File: src/rtl/fxi_pkg.sv
package fxi_pkg;
  typedef enum logic [2:0] {
    XC_OTHER   = 3'd0,
    XC_TO_FP   = 3'd1,
    XC_FROM_FP = 3'd2,
    XC_SYS_WR  = 3'd3,
    XC_SYS_RD  = 3'd4,
    XC_FLAGS   = 3'd5
  } xfer_cls_e;

  function automatic logic cls_serial(logic [2:0] c);
    return (c == XC_SYS_WR) || (c == XC_SYS_RD) || (c == XC_FLAGS);
  endfunction

  function automatic logic cls_wr_int(logic [2:0] c);
    return (c == XC_FROM_FP) || (c == XC_SYS_RD);
  endfunction
endpackage

File: src/rtl/fxi_ooo_cnt.sv
module fxi_ooo_cnt #(
  parameter int CNT_W = 4
) (
  input  logic             clk_i,
  input  logic             rst_ni,
  input  logic             inc_i,
  input  logic             dec_i,
  output logic [CNT_W-1:0] cnt_o,
  output logic             zero_o
);
  localparam logic [CNT_W-1:0] CntMax = {CNT_W{1'b1}};

  logic [CNT_W-1:0] cnt_q;

  always_ff @(posedge clk_i or negedge rst_ni) begin
    if (!rst_ni) begin
      cnt_q <= '0;
    end else if (inc_i && !dec_i && cnt_q != CntMax) begin
      cnt_q <= cnt_q + 1'b1;
    end else if (dec_i && !inc_i && cnt_q != '0) begin
      cnt_q <= cnt_q - 1'b1;
    end
  end

  assign cnt_o  = cnt_q;
  assign zero_o = (cnt_q == '0);
endmodule

File: src/rtl/fxi_blk_timer.sv
module fxi_blk_timer #(
  parameter int BLK_CYCLES = 6
) (
  input  logic clk_i,
  input  logic rst_ni,
  input  logic start_i,
  output logic busy_o
);
  localparam int T_W = (BLK_CYCLES > 2) ? $clog2(BLK_CYCLES) : 1;
  localparam logic [T_W-1:0] Load = T_W'(BLK_CYCLES - 1);

  logic [T_W-1:0] tmr_q;

  // issue cycle counts as the first one, so load one less
  always_ff @(posedge clk_i or negedge rst_ni) begin
    if (!rst_ni) begin
      tmr_q <= '0;
    end else if (start_i) begin
      tmr_q <= Load;
    end else if (tmr_q != '0) begin
      tmr_q <= tmr_q - 1'b1;
    end
  end

  assign busy_o = (tmr_q != '0);
endmodule

File: src/rtl/fxi_scoreboard.sv
module fxi_scoreboard #(
  parameter int TAG_W = 4,
  parameter int LAT   = 2
) (
  input  logic             clk_i,
  input  logic             rst_ni,
  input  logic             set_i,
  input  logic [TAG_W-1:0] set_tag_i,
  input  logic [TAG_W-1:0] rd_a_i,
  input  logic             rd_a_vld_i,
  input  logic [TAG_W-1:0] rd_b_i,
  input  logic             rd_b_vld_i,
  output logic             hazard_o
);
  localparam int NREG = 1 << TAG_W;
  localparam int LOAD = LAT - 1;
  localparam int W    = (LOAD > 1) ? $clog2(LOAD + 1) : 1;

  logic [NREG-1:0] pend;

  for (genvar g = 0; g < NREG; g++) begin : g_ent
    logic [W-1:0] wait_q;
    always_ff @(posedge clk_i or negedge rst_ni) begin
      if (!rst_ni) begin
        wait_q <= '0;
      end else if (set_i && set_tag_i == TAG_W'(g)) begin
        wait_q <= W'(LOAD);
      end else if (wait_q != '0) begin
        wait_q <= wait_q - 1'b1;
      end
    end
    assign pend[g] = (wait_q != '0);
  end

  assign hazard_o = (rd_a_vld_i && pend[rd_a_i]) || (rd_b_vld_i && pend[rd_b_i]);
endmodule

File: src/rtl/fxi_xfer_interlock.sv
module fxi_xfer_interlock
  import fxi_pkg::*;
#(
  parameter int TAG_W       = 4,
  parameter int CNT_W       = 4,
  parameter int BLK_CYCLES  = 6,
  parameter int LAT_TO_FP   = 1,
  parameter int LAT_FROM_FP = 2,
  parameter int LAT_W       = 2
) (
  input  logic             clk_i,
  input  logic             rst_ni,
  input  logic             valid_i,
  input  logic [2:0]       class_i,
  input  logic [TAG_W-1:0] dst_i,
  input  logic [TAG_W-1:0] src_a_i,
  input  logic             src_a_vld_i,
  input  logic [TAG_W-1:0] src_b_i,
  input  logic             src_b_vld_i,
  input  logic             ooo_issue_i,
  input  logic             ooo_done_i,
  output logic             stall_o,
  output logic             issue_o,
  output logic             busy_o,
  output logic [LAT_W-1:0] res_lat_o
);
  logic [CNT_W-1:0] ooo_cnt;
  logic             ooo_zero;
  logic             blk_busy;
  logic             raw_haz;
  logic             ser_hold;

  fxi_ooo_cnt #(.CNT_W(CNT_W)) u_cnt (
    .clk_i  (clk_i),
    .rst_ni (rst_ni),
    .inc_i  (ooo_issue_i),
    .dec_i  (ooo_done_i),
    .cnt_o  (ooo_cnt),
    .zero_o (ooo_zero)
  );

  fxi_blk_timer #(.BLK_CYCLES(BLK_CYCLES)) u_tmr (
    .clk_i   (clk_i),
    .rst_ni  (rst_ni),
    .start_i (issue_o && class_i == XC_SYS_WR),
    .busy_o  (blk_busy)
  );

  fxi_scoreboard #(.TAG_W(TAG_W), .LAT(LAT_FROM_FP)) u_sb (
    .clk_i      (clk_i),
    .rst_ni     (rst_ni),
    .set_i      (issue_o && cls_wr_int(class_i)),
    .set_tag_i  (dst_i),
    .rd_a_i     (src_a_i),
    .rd_a_vld_i (src_a_vld_i),
    .rd_b_i     (src_b_i),
    .rd_b_vld_i (src_b_vld_i),
    .hazard_o   (raw_haz)
  );

  assign ser_hold = cls_serial(class_i) && !ooo_zero;
  assign stall_o  = valid_i && (blk_busy || ser_hold || raw_haz);
  assign issue_o  = valid_i && !stall_o;
  assign busy_o   = blk_busy;

  always_comb begin
    res_lat_o = '0;
    if (issue_o) begin
      unique case (class_i)
        XC_TO_FP:            res_lat_o = LAT_W'(LAT_TO_FP);
        XC_FROM_FP, XC_SYS_RD: res_lat_o = LAT_W'(LAT_FROM_FP);
        default:             res_lat_o = '0;
      endcase
    end
  end
endmodule

File: config.mk
export PLATFORM = sky130hd
export DESIGN_NAME = fxi_xfer_interlock
export DESIGN_NICKNAME = d
export VERILOG_FILES = /design/src/rtl/fxi_pkg.sv /design/src/rtl/fxi_ooo_cnt.sv /design/src/rtl/fxi_blk_timer.sv /design/src/rtl/fxi_scoreboard.sv /design/src/rtl/fxi_xfer_interlock.sv
export SDC_FILE = /design/constraint.sdc
export NUM_CORES = 1
export LEC_CHECK = 0
export BUFFER_PORTS_ARGS = -buffer_cell sky130_fd_sc_hd__buf_2
export CAP_MARGIN = 15
export CORE_MARGIN = 2
export CORE_UTILIZATION = 40
export CTS_CLUSTER_DIAMETER = 200
export DETAILED_ROUTE_END_ITERATION = 10
export PLACE_DENSITY = 0.73
export SLEW_MARGIN = 5
export SYNTH_ARGS = -nofsm -noshare
export SYNTH_HDL_FRONTEND = slang
export SYNTH_SLANG_ARGS = --single-unit
File: constraint.sdc
create_clock -name clk_i -period 2.2 [get_ports clk_i]
set_input_delay 0.22 -clock clk_i [delete_from_list [all_inputs] [get_ports clk_i]]
set_output_delay 0.22 -clock clk_i [all_outputs]
set_load 0.01 [all_outputs]
Yosys cells after proc, flatten, opt, wreduce, memory -nomap -nowiden
Cells that the tools add are included.
{"block": "classes", "n_addsub": 19, "magnitude_cmp": 2, "n_eq_ne": 21, "muxes": 42, "n_reduce_logical": 44}
{"op": "2-to-1 mux 1 bit", "n": 34}
{"op": "== test 4 bit (second input constant)", "n": 8}
{"op": "logical AND 1 bit", "n": 27}
{"op": "== test 4 x 3 -> 1 bit (second input constant)", "n": 4}
{"op": "subtractor 1 bit (second input constant)", "n": 16}
{"op": "less-than comparator 4 x 5 -> 1 bit (second input constant)", "n": 2}
{"op": "binary-select mux 1 bit (select 4 bit)", "n": 2}
{"op": "== test 4 x 2 -> 1 bit (second input constant)", "n": 2}
{"op": "zero test 4 bit", "n": 2}
{"op": "2-to-1 mux 4 bit", "n": 2}
{"op": "== test 3 x 2 -> 1 bit (second input constant)", "n": 2}
{"op": "== test 3 bit (second input constant)", "n": 2}
{"op": "logical OR 1 bit", "n": 6}
{"op": "2-to-1 mux 3 bit", "n": 2}
{"op": "adder 4 x 1 -> 4 bit (second input constant)", "n": 1}
{"op": "== test 4 x 1 -> 1 bit (second input constant)", "n": 1}
{"op": "zero test 1 bit", "n": 4}
{"op": "inequality test 4 bit (second input constant)", "n": 1}
{"op": "one-hot mux 2 bit (2 select lines)", "n": 1}
{"op": "nonzero test 2 bit", "n": 2}
{"op": "nonzero test 4 bit", "n": 1}
{"op": "subtractor 4 x 1 -> 4 bit (second input constant)", "n": 1}
{"op": "== test 3 x 1 -> 1 bit (second input constant)", "n": 1}
{"op": "nonzero test 3 bit", "n": 1}
{"op": "other kinds (3)", "n": 3}
{"block": "totals", "ff_bits": 23, "in_bits": 22, "out_inout_bits": 5, "word_cells": 146}

Longest topological paths before layout
{"block": "depth", "ltp_word": 12, "mapped_depth": 7, "ltp_nobuf": 7}

Hierarchy
From an unflattened synthesis, not the netlist that was laid out.
{"block": "unflattened", "hier_cells": 113, "area_unflattened_um2": 1381.3}
{"module": "fxi_scoreboard", "n_inst": 1, "cells_per_inst": 59, "area_each_um2": 813.3, "seq_area_each_um2": 400.4}
{"module": "fxi_ooo_cnt", "n_inst": 1, "cells_per_inst": 20, "area_each_um2": 272.8, "seq_area_each_um2": 100.1}
{"module": "fxi_blk_timer", "n_inst": 1, "cells_per_inst": 16, "area_each_um2": 175.2, "seq_area_each_um2": 75.1}
{"module": "fxi_xfer_interlock", "n_inst": 1, "cells_per_inst": 18, "area_each_um2": 120.1, "seq_area_each_um2": 0.0}

Least setup slack after synthesis
No wires, ideal clock.
{"block": "synth_timing", "kind": "in2out", "startpoint": "input src_b_i[1]", "endpoint": "output res_lat_o[0]", "arrival_ps": 1719, "path_slack_ps": 261, "cell_stages": 6, "path_cell_list": "buf_6 mux4_2 nand2b_4 a311oi_4 nand4_1 nor3_1"}
{"block": "synth_via", "elab_chain_cells": 9}
{"element": "start: declaration", "line_no": "fxi_xfer_interlock.sv:18", "rtl": "input logic [TAG_W-1:0] src_b_i,"}
{"element": "binary-select mux 1 bit (select 4 bit)", "line_no": "fxi_scoreboard.sv:35", "rtl": "assign hazard_o = (rd_a_vld_i && pend[rd_a_i]) || (rd_b_vld_i && pend[rd_b_i]);"}
{"element": "2-to-1 mux 1 bit (implied by the code)", "line_no": "fxi_scoreboard.sv:35"}
{"element": "logical AND 1 bit", "line_no": "fxi_scoreboard.sv:35"}
{"element": "logical OR 1 bit", "line_no": "fxi_scoreboard.sv:35"}
{"element": "logical OR 1 bit", "line_no": "fxi_xfer_interlock.sv:62", "rtl": "assign stall_o = valid_i && (blk_busy || ser_hold || raw_haz);"}
{"element": "logical AND 1 bit", "line_no": "fxi_xfer_interlock.sv:62"}
{"element": "zero test 1 bit", "line_no": "fxi_xfer_interlock.sv:63", "rtl": "assign issue_o = valid_i && !stall_o;"}
{"element": "logical AND 1 bit", "line_no": "fxi_xfer_interlock.sv:63"}
{"element": "2-to-1 mux 2 bit", "line_no": "fxi_xfer_interlock.sv:68", "rtl": "if (issue_o) begin"}
{"element": "end: declaration", "line_no": "fxi_xfer_interlock.sv:25", "rtl": "output logic [LAT_W-1:0] res_lat_o"}
No other way between the ends. The select of a mux whose other input is x is not followed.

Worst setup path after layout
{"block": "layout_timing", "startpoint": "register u_cnt.cnt_q[1], in the netlist u_cnt.cnt_o[1]", "endpoint": "output stall_o"}
{"block": "layout_via", "elab_chain_cells": 6}
{"element": "start: declaration", "line_no": "fxi_ooo_cnt.sv:13", "rtl": "logic [CNT_W-1:0] cnt_q;"}
{"element": "start signal: assignment", "line_no": "fxi_ooo_cnt.sv:19", "rtl": "cnt_q <= cnt_q + 1'b1;"}
{"element": "start signal: assignment", "line_no": "fxi_ooo_cnt.sv:21", "rtl": "cnt_q <= cnt_q - 1'b1;"}
{"element": "zero test 4 bit", "line_no": "fxi_ooo_cnt.sv:26", "rtl": "assign zero_o = (cnt_q == '0);"}
{"element": "zero test 1 bit", "line_no": "fxi_xfer_interlock.sv:61", "rtl": "assign ser_hold = cls_serial(class_i) && !ooo_zero;"}
{"element": "logical AND 1 bit", "line_no": "fxi_xfer_interlock.sv:61"}
{"element": "logical OR 1 bit (2 in a row)", "line_no": "fxi_xfer_interlock.sv:62"}
{"element": "logical AND 1 bit", "line_no": "fxi_xfer_interlock.sv:62"}
{"element": "end: declaration", "line_no": "fxi_xfer_interlock.sv:22", "rtl": "output logic stall_o,"}
No other way between the ends.

==> run summary <==
CTS
- 0.12 ns — clock input transition at the sequential cells of the worst setup and hold paths
- 3 — total CTS buffers
- 1 — CTS HTree Levels
- clkbuf_4 — CTS root buf
- 2 — buffers from clock root to sink, at most
- 0.31 ns — clock latency on the worst-skew pair
- 23 — total number of clock tree sinks
- built — CTS tree

Logic synthesis
- 100% — post-synthesis async set-or-reset flop share
- 0 — number of flops mapped to enable cells by yosys
- 11.2 um2 — average footprint of a synthesized cell
- 127 — number of standard cells after synthesis
- 40 — Netlist cell types
- dfrtp_1, mux2i_1, mux4_2 — leading post-synthesis cells by cell area
- 0.00143 mm2 — summed instance area of the synthesized netlist
- 154 — synthesized netlist net count
- dfrtp_1 — dominant cell type by area after synthesis
- 40.4% — share of synthesized area occupied by flip-flops and latches
- 23 — number of flip-flops and latches in the synthesized netlist
- dfrtp_1 — primary flip-flop cell chosen by synthesis mapping
- 40.4% — share of the synthesized area in the top cell type
- 0 — number of synthesis warnings

Timing
- 2.30 ns — time the final worst path needs with I/O delays and setup
- -0.0989 ns — worst-case setup margin in the final layout
- 0 — number of slew-limit violations in the final report
- true — unrepaired setup endpoints after global routing
- 4 — final number of setup-violating endpoints
- 0 — Final Hold Viols
- -0.225 ns — Post-Route Setup TNS
- 0.481 ns — Least-Margin Pin Slew
- 67.9% — tightest slew margin relative to the limit
- 104% — post-route clock period utilization
- 0.00152 ns — Worst Clk Skew
- 435 MHz — Fmax

Floorplan
- 63.7 um — height of the chip
- 0.00406 mm2 — Die ar.
- 27 — total I/O pin count
- 63.7 um — Die X-Extent
- 42.1% — starting utilization of the core area
- 0.00339 mm2 — core area
- 21 — site row count

Status
- finished with violations — result of the run
- negative setup slack — failing checks

Place
- 26 — Port Buf Inserts
- 0.0848 ns — Worst Setup Slack post-DPL
- 0.768 — RD Place Congestion
- 2380 um — Detail Placement HPWL

GRT
- 0 — GRT Residual Overflow
- 24 — maximum number of pins on one net before global-route repair
- 5130 um — global-route wire length before repair
- 16.5% — global-route total usage across every layer
- 0 — initial antenna violation count
- 1185 — via count of the first global-routing pass

Power and ir drop
- 429 uW — reported net switching power
- 713 mW/mm2 — power per cell area
- 39.3% — share of total power in combinational logic
- 45.0% — Sequential Power Share
- 15.7% — clock power share
- 800 uW — internal power contribution
- 34.9% — switching part of the total
- 215 uV — largest voltage drop on the vdd net
- 0.000772 uW — Pleak

Critical path
- u_sb.g_ent[8].wait_q — Worst R2R End
- 0.14 ns — setup slack of the worst register-to-register path
- flip-flop to primary output — WS Path Type
- u_cnt.cnt_o[1] — worst setup path startpoint
- 1.98 ns — data required time of the worst path
- 2.08 ns — arrival time worst endpoint
- u_sb.g_ent[15].wait_q — Crit Reg-Reg Startpoint
- 6 — depth of the worst register-to-register path
- 5 — worst-path maximum fanout
- stall_o — Critical path destination
- flip-flop — CP Launch Type
- primary output — capturing element type of the critical path

Route
- 26 — number of DRC markers after the initial detailed-route iteration
- 0 — detailed-route DRC error count
- 0 — remaining antenna violation count after routing
- 3010 um — sum of routed wire length over all layers
- 1112 — total via count in the routed design
- 4 — Pre-antenna DRT Iters
- 5.37 — detail-routed via count per cell
- 14.6 um — average wire per standard cell

Min path
- input port to flip-flop — Worst Hold Class
- dst_i[0] — startpoint of the lowest-slack hold path

Job
- 0 — max cap viols

Cells and area
- 34.2% — share of post-route cells with drive strength above 1
- buf_2, dfrtp_1, nor3_1 — commonest cells after routing, fill and taps aside
- 189 — nets@finish
- 0 — Antenna Cells
- buf_2 — most common library cell in the layout ignoring fill and taps
- 20.8% — relative area change from synthesis to final layout

-- routing by layer --
layer / wire (um) / global-route usage, % / vias to the layer above
li1: - / - / 538
met1: 1170 / 17.4 / 542
met2: 1680 / 31.6 / 26
met3: 99 / 2.86 / 6
met4: 60 / 7.07 / 0
met5: 0 / 0 / -
-- flip-flops by register name, indices dropped and copies added (netlist names) --
signal             cells
u_sb.g_ent.wait_q     16
u_tmr.tmr_q            3
u_cnt.cnt_o            4
-- timing repair --
action                                  in CTS  in global routing
hold buffers                                 1                  0
endpoints found under the hold margin       23                  0
gates resized for setup                      4                  6
pin swaps                                    6                  4
endpoints found under the setup margin       4                 12
buffers inserted                             3                  0
-- cell families after synthesis --
kind of cell	share of synthesized area, %
flops	40.4
simple gates	25.7
xor+xnor	3.07
compound gates	8.42
buf+inv	3.95
mux	13.6
fa+ha+maj	4.91
-- worst max-delay path, stage by stage (launching register included) --
cell and delay (ns):
dfrtp_1 0.46, nor4_1 0.36, a21oi_1 0.13, a311oi_4 0.30, nand4_1 0.19, and2_1 0.20, buf_2 0.13
-- how the worst min path moves through the flow --
stage | end | cells after the start
3_5_place_dp | u_cnt.cnt_o[0] | 1
2_1_floorplan | u_cnt.cnt_o[0] | 0
4_1_cts | u_sb.g_ent[3].wait_q | 2
6_report | u_sb.g_ent[12].wait_q | 2
3_3_place_gp | u_cnt.cnt_o[0] | 1
5_1_grt | u_sb.g_ent[8].wait_q | 2
-- power groups by stage --
stage	registers (uW)	clock network [uW]	logic [uW]
2_1_floorplan	555	0	329
3_3_place_gp	553	0	438
3_5_place_dp	560	0	467
4_1_cts	551	196	483
5_1_grt	565	219	556
6_report	552	193	483
-- Yosys cell counts, drive strengths merged (3+ instances only) --
master and n:
nand2b 4, buf 3, xnor2 4, mux2i 9, or2b 6, nor3 11
nor2 5, inv 6, dfrtp 23, ha 4, nor4 7, nand4 3
nand2 6, a22oi 3, a21oi 3, mux4 4
-- stage by stage --
step	std cells	power [uW]	hold slack (ns)	utilization, %	cell area, um2
global placement	199	991	0.212	47.3	1600
floorplan	127	884	-0.0756	-	1430
global route	207	1340	0.141	50.8	1720
detailed placement	199	1030	0.211	47.3	1600
CTS	207	1230	0.138	49.8	1690
finish	207	1230	0.144	50.8	1720
-- area by class of cell --
class                   count  area [um2]
fillers                   312        1670
clock inverters             1        5.00
multi-input cells          95         845
flip-flops and latches     23         576
repair buffers             33         195
well taps                  46        57.6
inverters                   6        22.5
clock buffers               3        22.5
No activity file was read; power rests on OpenSTA's default activity.
